## config.mk

```make
export PLATFORM = sky130hd
export DESIGN_NAME = occ_channel
export DESIGN_NICKNAME = d
export VERILOG_FILES = /design/src/rtl/occ_pkg.sv /design/src/rtl/occ_compare.sv /design/src/rtl/occ_refgen.sv /design/src/rtl/occ_deadtime.sv /design/src/rtl/occ_outstage.sv /design/src/rtl/occ_channel.sv
export SDC_FILE = /design/constraint.sdc
export NUM_CORES = 1
export LEC_CHECK = 0
export BUFFER_PORTS_ARGS = -buffer_cell sky130_fd_sc_hd__buf_2
export CAP_MARGIN = 10
export CORE_ASPECT_RATIO = 1.4
export CORE_UTILIZATION = 48
export CTS_CLUSTER_DIAMETER = 40
export CTS_CLUSTER_SIZE = 40
export DETAILED_ROUTE_END_ITERATION = 16
export PLACE_DENSITY = 0.91
export SYNTH_ARGS = -nofsm -noshare
export SYNTH_HDL_FRONTEND = slang
export SYNTH_SLANG_ARGS = --single-unit
export TNS_END_PERCENT = 1
```

## constraint.sdc

```tcl
create_clock -name clk -period 2.05 [get_ports clk]
set_input_delay 0.1025 -clock clk [delete_from_list [all_inputs] [get_ports clk]]
set_output_delay 0.1025 -clock clk [all_outputs]
set_load 0.1 [all_outputs]
```

## src/rtl/occ_pkg.sv

```systemverilog
package occ_pkg;

    typedef enum logic [2:0] {
        CM_FROZEN    = 3'b000,
        CM_SET       = 3'b001,
        CM_CLEAR     = 3'b010,
        CM_TOGGLE    = 3'b011,
        CM_FORCE_LO  = 3'b100,
        CM_FORCE_HI  = 3'b101,
        CM_PWM_LOW_W = 3'b110,
        CM_PWM_HI_W  = 3'b111
    } cmp_mode_e;

    typedef enum logic [1:0] {
        DT_COMP_ON   = 2'd0,
        DT_WAIT_MAIN = 2'd1,
        DT_MAIN_ON   = 2'd2,
        DT_WAIT_COMP = 2'd3
    } dt_state_e;

    typedef struct packed {
        logic gt;
        logic eq;
        logic lt;
    } rel_t;

endpackage

```

## src/rtl/occ_compare.sv

```systemverilog
module occ_compare #(
    parameter int CNT_W = 16
) (
    input  logic [CNT_W-1:0] count_i,
    input  logic [CNT_W-1:0] compare_i,
    output occ_pkg::rel_t    rel_o
);
    always_comb begin
        rel_o.gt = (count_i > compare_i);
        rel_o.eq = (count_i == compare_i);
        rel_o.lt = (count_i < compare_i);
    end
endmodule

```

## src/rtl/occ_refgen.sv

```systemverilog
module occ_refgen
    import occ_pkg::*;
(
    input  logic       clk,
    input  logic       rst_n,
    input  logic [2:0] mode_i,
    input  rel_t       rel_i,
    input  logic       flag_clr_i,
    output logic       ref_o,
    output logic       flag_o
);
    cmp_mode_e mode;
    logic      ref_d;
    logic      flag_d;

    assign mode = cmp_mode_e'(mode_i);

    always_comb begin
        ref_d = ref_o;
        unique case (mode)
            CM_FROZEN:    ref_d = ref_o;
            CM_SET:       ref_d = rel_i.eq ? 1'b1 : ref_o;
            CM_CLEAR:     ref_d = rel_i.eq ? 1'b0 : ref_o;
            CM_TOGGLE:    ref_d = rel_i.eq ? ~ref_o : ref_o;
            CM_FORCE_LO:  ref_d = 1'b0;
            CM_FORCE_HI:  ref_d = 1'b1;
            CM_PWM_LOW_W: ref_d = rel_i.lt;
            CM_PWM_HI_W:  ref_d = rel_i.gt | rel_i.eq;
        endcase
    end

    always_comb begin
        if (rel_i.eq)        flag_d = 1'b1;
        else if (flag_clr_i) flag_d = 1'b0;
        else                 flag_d = flag_o;
    end

    always_ff @(posedge clk or negedge rst_n) begin
        if (!rst_n) begin
            ref_o  <= 1'b0;
            flag_o <= 1'b0;
        end else begin
            ref_o  <= ref_d;
            flag_o <= flag_d;
        end
    end
endmodule

```

## src/rtl/occ_deadtime.sv

```systemverilog
module occ_deadtime
    import occ_pkg::*;
#(
    parameter int DT_W = 8
) (
    input  logic            clk,
    input  logic            rst_n,
    input  logic            ref_i,
    input  logic [DT_W-1:0] dead_i,
    output logic            main_raw_o,
    output logic            comp_raw_o
);
    localparam logic [DT_W-1:0] ONE = DT_W'(1);

    dt_state_e       state_q, state_d;
    logic [DT_W-1:0] left_q, left_d;
    logic            dead_zero;
    logic            left_zero;

    assign dead_zero = (dead_i == '0);
    assign left_zero = (left_q == '0);

    always_comb begin
        state_d = state_q;
        left_d  = left_q;
        unique case (state_q)
            DT_COMP_ON: begin
                if (ref_i) begin
                    if (dead_zero) state_d = DT_MAIN_ON;
                    else begin
                        state_d = DT_WAIT_MAIN;
                        left_d  = dead_i - ONE;
                    end
                end
            end
            DT_WAIT_MAIN: begin
                if (!ref_i) begin
                    if (dead_zero) state_d = DT_COMP_ON;
                    else begin
                        state_d = DT_WAIT_COMP;
                        left_d  = dead_i - ONE;
                    end
                end else if (left_zero) begin
                    state_d = DT_MAIN_ON;
                end else begin
                    left_d = left_q - ONE;
                end
            end
            DT_MAIN_ON: begin
                if (!ref_i) begin
                    if (dead_zero) state_d = DT_COMP_ON;
                    else begin
                        state_d = DT_WAIT_COMP;
                        left_d  = dead_i - ONE;
                    end
                end
            end
            DT_WAIT_COMP: begin
                if (ref_i) begin
                    if (dead_zero) state_d = DT_MAIN_ON;
                    else begin
                        state_d = DT_WAIT_MAIN;
                        left_d  = dead_i - ONE;
                    end
                end else if (left_zero) begin
                    state_d = DT_COMP_ON;
                end else begin
                    left_d = left_q - ONE;
                end
            end
        endcase
    end

    always_ff @(posedge clk or negedge rst_n) begin
        if (!rst_n) begin
            state_q <= DT_COMP_ON;
            left_q  <= '0;
        end else begin
            state_q <= state_d;
            left_q  <= left_d;
        end
    end

    always_comb begin
        main_raw_o = 1'b0;
        comp_raw_o = 1'b0;
        unique case (state_q)
            DT_COMP_ON:   comp_raw_o = 1'b1;
            DT_MAIN_ON:   main_raw_o = 1'b1;
            DT_WAIT_MAIN,
            DT_WAIT_COMP: begin
                main_raw_o = 1'b0;
                comp_raw_o = 1'b0;
            end
        endcase
    end
endmodule

```

## src/rtl/occ_outstage.sv

```systemverilog
module occ_outstage (
    input  logic raw_i,
    input  logic pol_i,
    input  logic en_i,
    output logic pin_o
);
    always_comb begin
        if (en_i) pin_o = raw_i ^ pol_i;
        else      pin_o = pol_i;
    end
endmodule

```

## src/rtl/occ_channel.sv

```systemverilog
module occ_channel
    import occ_pkg::*;
#(
    parameter int CNT_W    = 16,
    parameter int DT_W     = 8,
    parameter bit HAS_COMP = 1'b1
) (
    input  logic             clk,
    input  logic             rst_n,
    input  logic [CNT_W-1:0] count_i,
    input  logic [CNT_W-1:0] compare_i,
    input  logic [2:0]       mode_i,
    input  logic [DT_W-1:0]  dead_i,
    input  logic             pol_main_i,
    input  logic             pol_comp_i,
    input  logic             en_main_i,
    input  logic             en_comp_i,
    input  logic             flag_clr_i,
    output logic             ref_o,
    output logic             flag_o,
    output logic             out_main_o,
    output logic             out_comp_o
);
    rel_t rel;
    logic main_raw;
    logic comp_raw;

    occ_compare #(.CNT_W(CNT_W)) u_compare (
        .count_i   (count_i),
        .compare_i (compare_i),
        .rel_o     (rel)
    );

    occ_refgen u_refgen (
        .clk        (clk),
        .rst_n      (rst_n),
        .mode_i     (mode_i),
        .rel_i      (rel),
        .flag_clr_i (flag_clr_i),
        .ref_o      (ref_o),
        .flag_o     (flag_o)
    );

    occ_outstage u_out_main (
        .raw_i (main_raw),
        .pol_i (pol_main_i),
        .en_i  (en_main_i),
        .pin_o (out_main_o)
    );

    generate
        if (HAS_COMP) begin : g_pair
            occ_deadtime #(.DT_W(DT_W)) u_dead (
                .clk        (clk),
                .rst_n      (rst_n),
                .ref_i      (ref_o),
                .dead_i     (dead_i),
                .main_raw_o (main_raw),
                .comp_raw_o (comp_raw)
            );

            occ_outstage u_out_comp (
                .raw_i (comp_raw),
                .pol_i (pol_comp_i),
                .en_i  (en_comp_i),
                .pin_o (out_comp_o)
            );
        end else begin : g_single
            logic main_q;
            logic unused_ok;

            always_ff @(posedge clk or negedge rst_n) begin
                if (!rst_n) main_q <= 1'b0;
                else        main_q <= ref_o;
            end

            assign main_raw   = main_q;
            assign comp_raw   = 1'b0;
            assign out_comp_o = 1'b0;
            assign unused_ok  = ^{dead_i, pol_comp_i, en_comp_i};
        end
    endgenerate
endmodule

```

Yosys cells after proc, flatten, opt, wreduce, memory -nomap -nowiden
Index checks and enable logic that the tools add are counted.
{"block": "totals", "elab_cells": 65, "regBits": 12, "output_inout_bits": 4, "input_bits": 50}
{"block": "op_classes", "n_lt_le_gt_ge": 2, "muxes": 26, "n_addsub": 2, "bitwise": 5, "eq_ne": 18, "n_reduce_logical": 8}
{"op": "$mux 8", "n": 6}
{"op": "$pmux 8 s4", "n": 1}
{"op": "$eq 16x16->1", "n": 1}
{"op": "$gt 16x16->1", "n": 1}
{"op": "$logic_not 8->1", "n": 2}
{"op": "$lt 16x16->1", "n": 1}
{"op": "$mux 2", "n": 8}
{"op": "$sub 8x1->8 const B", "n": 2}
{"op": "$eq 3x3->1 const B", "n": 4}
{"op": "$mux 1", "n": 9}
{"op": "$pmux 2 s4", "n": 1}
{"op": "$reduce_and 4->1", "n": 2}
{"op": "$pmux 1 s7", "n": 1}
{"op": "$eq 3x2->1 const B", "n": 2}
{"op": "$ne 2x1->1 const B", "n": 3}
{"op": "$ne 3x2->1 const B", "n": 2}
{"op": "$eq 2x2->1 const B", "n": 2}
{"op": "$ne 2x2->1 const B", "n": 2}
{"op": "$eq 3x1->1 const B", "n": 1}
{"op": "$logic_not 3->1", "n": 1}
{"op": "$eq 2x1->1 const B", "n": 1}
{"op": "$logic_not 2->1", "n": 1}
{"op": "$not 1->1", "n": 2}
{"op": "$reduce_and 2->1", "n": 1}
{"op": "3 further kinds", "n": 4}

Depth between registers and ports, before layout
{"block": "depth", "ltp_word": 4, "ltp_mapped": 7, "ltp_nobuf": 7}

By module
Synthesis repeated with hierarchy kept, for this count alone.
{"block": "unflattened", "cells_unflattened": 170, "hier_area_um2": 1435.1}
{"mod": "occ_deadtime", "cells_each": 97, "instances": 1, "seq_area_each_um2": 250.2, "area_per_inst_um2": 864.6}
{"mod": "occ_compare", "cells_each": 59, "instances": 1, "seq_area_each_um2": 0.0, "area_per_inst_um2": 436.7}
{"mod": "occ_refgen", "cells_each": 10, "instances": 1, "seq_area_each_um2": 50.0, "area_per_inst_um2": 108.9}
{"mod": "occ_outstage", "cells_each": 2, "instances": 2, "seq_area_each_um2": 0.0, "area_per_inst_um2": 12.5}

Worst setup path after synthesis
OpenSTA, ideal clock, no wires.
{"block": "synth_path", "path_kind": "flip-flop to output port", "startpoint": "reg g_pair.u_dead.state_q[0]", "endpoint": "out out_main_o", "path_buffers": 0, "stages_incl_launch_ff": 4, "required_time_ps": 1947, "path_slack_ps": -262, "t_arrival_ps": 2209, "cell_sequence": "dfrtp_1 > inv_1 > nand3_1 > xnor2_1"}
{"block": "synth_via", "elab_chain_cells": 4}
{"item": "start: declaration", "line": "occ_deadtime.sv:15", "text": "dt_state_e state_q, state_d;"}
{"item": "start signal: assignment", "line": "occ_deadtime.sv:79", "text": "state_q <= state_d;"}
{"item": "$eq 2x2->1", "line": "occ_deadtime.sv:87", "text": "unique case (state_q)"}
{"item": "$mux 1", "line": "occ_deadtime.sv:87"}
{"item": "$xor 1x1->1", "line": "occ_outstage.sv:8", "text": "if (en_i) pin_o = raw_i ^ pol_i;"}
{"item": "$mux 1", "line": "occ_outstage.sv:8"}
{"item": "end: declaration", "line": "occ_channel.sv:21", "text": "output logic out_main_o,"}
Every way passes these cells.

Worst setup path after layout
{"block": "layout_path", "startpoint": "reg g_pair.u_dead.left_q[0]", "endpoint": "reg g_pair.u_dead.left_q[5]"}
{"block": "layout_via", "elab_chain_cells": 4, "word_cells_on_any_way": 6, "cone_classes": "add/sub: 1; mux: 4; reduce/logical: 1"}
{"item": "start: declaration", "line": "occ_deadtime.sv:16", "text": "logic [DT_W-1:0] left_q, left_d;"}
{"item": "start signal: assignment", "line": "occ_deadtime.sv:80", "text": "left_q <= left_d;"}
{"item": "$sub 8x1->8 / $logic_not 8->1 (equally long branches)", "line": "occ_deadtime.sv:46, occ_deadtime.sv:68, occ_deadtime.sv:21"}
{"item": "$mux 8 *", "line": "occ_deadtime.sv:43, occ_deadtime.sv:65"}
{"item": "$mux 8 (on tied branches)", "line": "occ_deadtime.sv:59, occ_deadtime.sv:37"}
{"item": "$pmux 8 s4 *", "line": "occ_deadtime.sv:26", "text": "unique case (state_q)"}
Mark *: on every way between the ends. The rest lies on a longest branch, timed or not.
A chain may end at the register's enable or synchronous reset.

==> results by group <==
Outcome
  • Status: finished, final reports clean

Setup path
  • Worst setup path endpoint: g_pair.u_dead.left_q[5]
  • Setup CP Type: flip-flop to flip-flop
  • Crit path required time: 2.23 ns
  • R2r setup slk: 0.30 ns
  • Crit-path cells: inv_1, ha_1, nor4b_4, nand2_1, nand2_1, o21bai_1, a211o_1
  • Buf/Inv on CP: 1
  • Crit-path most repeated cell: nand2_1
  • Worst r2r src: g_pair.u_dead.left_q[0]
  • Crit-path slowest cell: dfrtp_1
  • Slowest stage delay, CP: 0.38 ns
  • CP startpoint: g_pair.u_dead.left_q[0]
  • Critical R2R Capture: g_pair.u_dead.left_q[5]
  • Element type at the critical path start: flip-flop
  • Crit-path leading delay family: simple AND/OR/NAND/NOR gates
  • Worst Path Arrival: 1.94 ns
  • Critical path depth in cells: 7
  • Reg2reg path depth: 7
  • CP Capture Type: flip-flop
  • Worst Path Max Fanout: 6

Pwr
  • Power Total: 0.001581 W
  • IR drop worst, VDD: 428.2 uV
  • PwrDens: 927.7 mW/mm^2
  • P_leak: 0.8741 nW

Detailed routing
  • WL/cell: 11.70 um
  • Drt first pass iters: 4
  • DRC viols: 0
  • Starting DRC count in detailed routing: 17
  • Number of vias in the routed layout: 1,396
  • Drt total wl: 3.019 mm
  • Antenna Nets Post-Route: 0
  • Vias per cell: 5.411

GRT
  • First-pass GRT wire length: 5.064 mm
  • Vias in the first global route: 1,374
  • Antenna violations before repair: 0
  • Gr ovfl total: 0
  • Largest net degree at the start of global routing: 13
  • GRT Resource Usage Total: 22.95%

Floorplan
  • Die Span X: 46.57 um
  • Row cnt: 22
  • Die ar.: 0.002999 sq mm
  • Top Ports: 54
  • Core area: 0.002643 sq mm
  • DIE HEIGHT: 64.40 um
  • Starting Density: 50.52%

Yosys
  • Synth cell types: 44
  • Post-synth EDFFs: 0
  • Cell with the most instances after synthesis: inv_1
  • Netlist Area Pre-Place: 0.001335 sq mm
  • Primary FF master, synth: dfrtp_1
  • Yosys warns: 0
  • Synth area leaders: dfrtp_1, ha_1, inv_1
  • Yosys reg bits: 12
  • Mapped Cells: 164
  • Sequential-to-total area share from yosys stat: 22.49%
  • Synth top cells by count: inv_1, ha_1, nor2_1
  • Synth area leader: dfrtp_1
  • Ys async rst share: 100.0%
  • Synth top area share: 22.49%
  • Syn Area/Cell: 8.140 sq um
  • Mapped Nets: 232

Placement
  • Placement Cell Area: 0.001648 sq mm
  • GPL Wtd Cong: 0.8991
  • Buffers on Ports: 53
  • DPL Wire Length: 2.466 mm

Timing
  • Fin. max-slew vios: 0
  • Final min period: 1.750 ns
  • Fin crit share: 85.38%
  • Fin Hold WS: 0.1536 ns
  • Final number of hold-violating endpoints: 0
  • Clock Skews: 0.006987 ns
  • Setup Viol. Count Final: 0
  • Slew HR: 67.35%
  • Max Fclk: 571.3 MHz
  • RSZ-0062 raised after global routing: false
  • Setup TNS: 0 ns
  • Worst Max-Slew Pin Slew: 0.4931 ns

Clock tree
  • Clk Latency, worst-skew pair: 0.29 ns
  • Clock Sinks: 12
  • CTS buffer count: 3
  • Worst-path clk slew: 0.08 ns
  • Clock tree from TritonCTS: built
  • Post-CTS Resized: 0
  • Clock buffer depth: 2
  • Post-CTS setup buffers: 0
  • Clock Tree Root: clkbuf_4
  • CTS H-tree depth: 1
  • CTS Hold Bufs: 2

Finish
  • Fin nets: 291
  • N_diodes: 0
  • Final instance area: 0.001704 sq mm
  • Layout cells sized above 1: 31.08%
  • # fillers: 259
  • Area Overhead vs Synth: 27.65%

Hold path
  • Min-Delay Path Class: input port to flip-flop
  • Min-delay src: dead_i[0]

Run
  • Max_cap viols: 0
[logic make-up after synthesis]
group	count (synthesis)	synth area share, %
compound gates	40	20.06
xor+xnor	9	5.905
fa+ha+maj	18	16.87
buf+inv	24	6.841
flops	12	22.49
mux	2	1.593
simple gates	59	26.24
[routing by layer]
metal	part of all wire (%)	GRT usage, %
met4	4.1	15.81
met3	5.7	3.390
met2	51	40.97
met1	39	22.13
met5	0	0
[cells in the final DEF, fill, tap and decap left out, types with 2 or more instances in the layout]
cell | netlist | layout
a211oi_2 | 2 | 2
a21o_1 | 2 | 2
a21oi_1 | 11 | 11
and3_1 | 2 | 2
buf_2 | 1 | 53
clkbuf_4 | 0 | 3
dfrtp_1 | 12 | 12
dlygate4sd3_1 | 0 | 2
ha_1 | 18 | 18
inv_1 | 23 | 23
nand2_1 | 12 | 12
nand2b_1 | 3 | 3
nand3_1 | 4 | 4
nand3_2 | 2 | 2
nand4_1 | 4 | 4
nor2_1 | 13 | 13
nor2b_1 | 2 | 2
nor3_1 | 5 | 5
nor3b_1 | 2 | 2
o21ai_0 | 10 | 10
o221ai_1 | 2 | 2
or3_1 | 3 | 3
xnor2_1 | 8 | 7
[stage by stage]
step	util (%)	cells	setup slack, ns
CTS	64.49	258	0.3052
finish	64.49	258	0.2997
floorplan	-	164	-0.2548
global route	64.49	258	0.1586
detailed placement	62.36	252	0.2863
global placement	62.36	252	0.3269
[flip-flops by register name, indices dropped and copies added, names as in the netlist]
signal / count
g_pair.u_dead.left_q: 8
g_pair.u_dead.state_q: 2
u_refgen.flag_o: 1
u_refgen.ref_o: 1
[worst min path at each step]
stage | end | slack, ns | depth (start not counted)
4_1_cts | g_pair.u_dead.left_q[0] | 0.14 | 2
3_3_place_gp | g_pair.u_dead.left_q[2] | -0.007 | 1
5_1_grt | g_pair.u_dead.left_q[0] | 0.16 | 2
6_report | g_pair.u_dead.left_q[0] | 0.15 | 2
2_1_floorplan | g_pair.u_dead.left_q[0] | -0.19 | 0
3_5_place_dp | g_pair.u_dead.left_q[2] | 0.00006 | 1
[power by group]
group          internal (W)  switching [W]
Clock              0.000108      0.0000884
Sequential         0.000345       0.000125
Combinational      0.000363       0.000550
[area by class of cell]
cell class	instances	area [sq um]	share of cell area [%]
repair buffers	55	285.3	16.74
flip-flops and latches	12	300.3	17.62
inverters	23	86.33	5.066
multi-input cells	128	950.9	55.80
clock buffers	4	36.28	2.129
well taps	36	45.04	2.643
No activity file was read; power rests on OpenSTA's default activity.
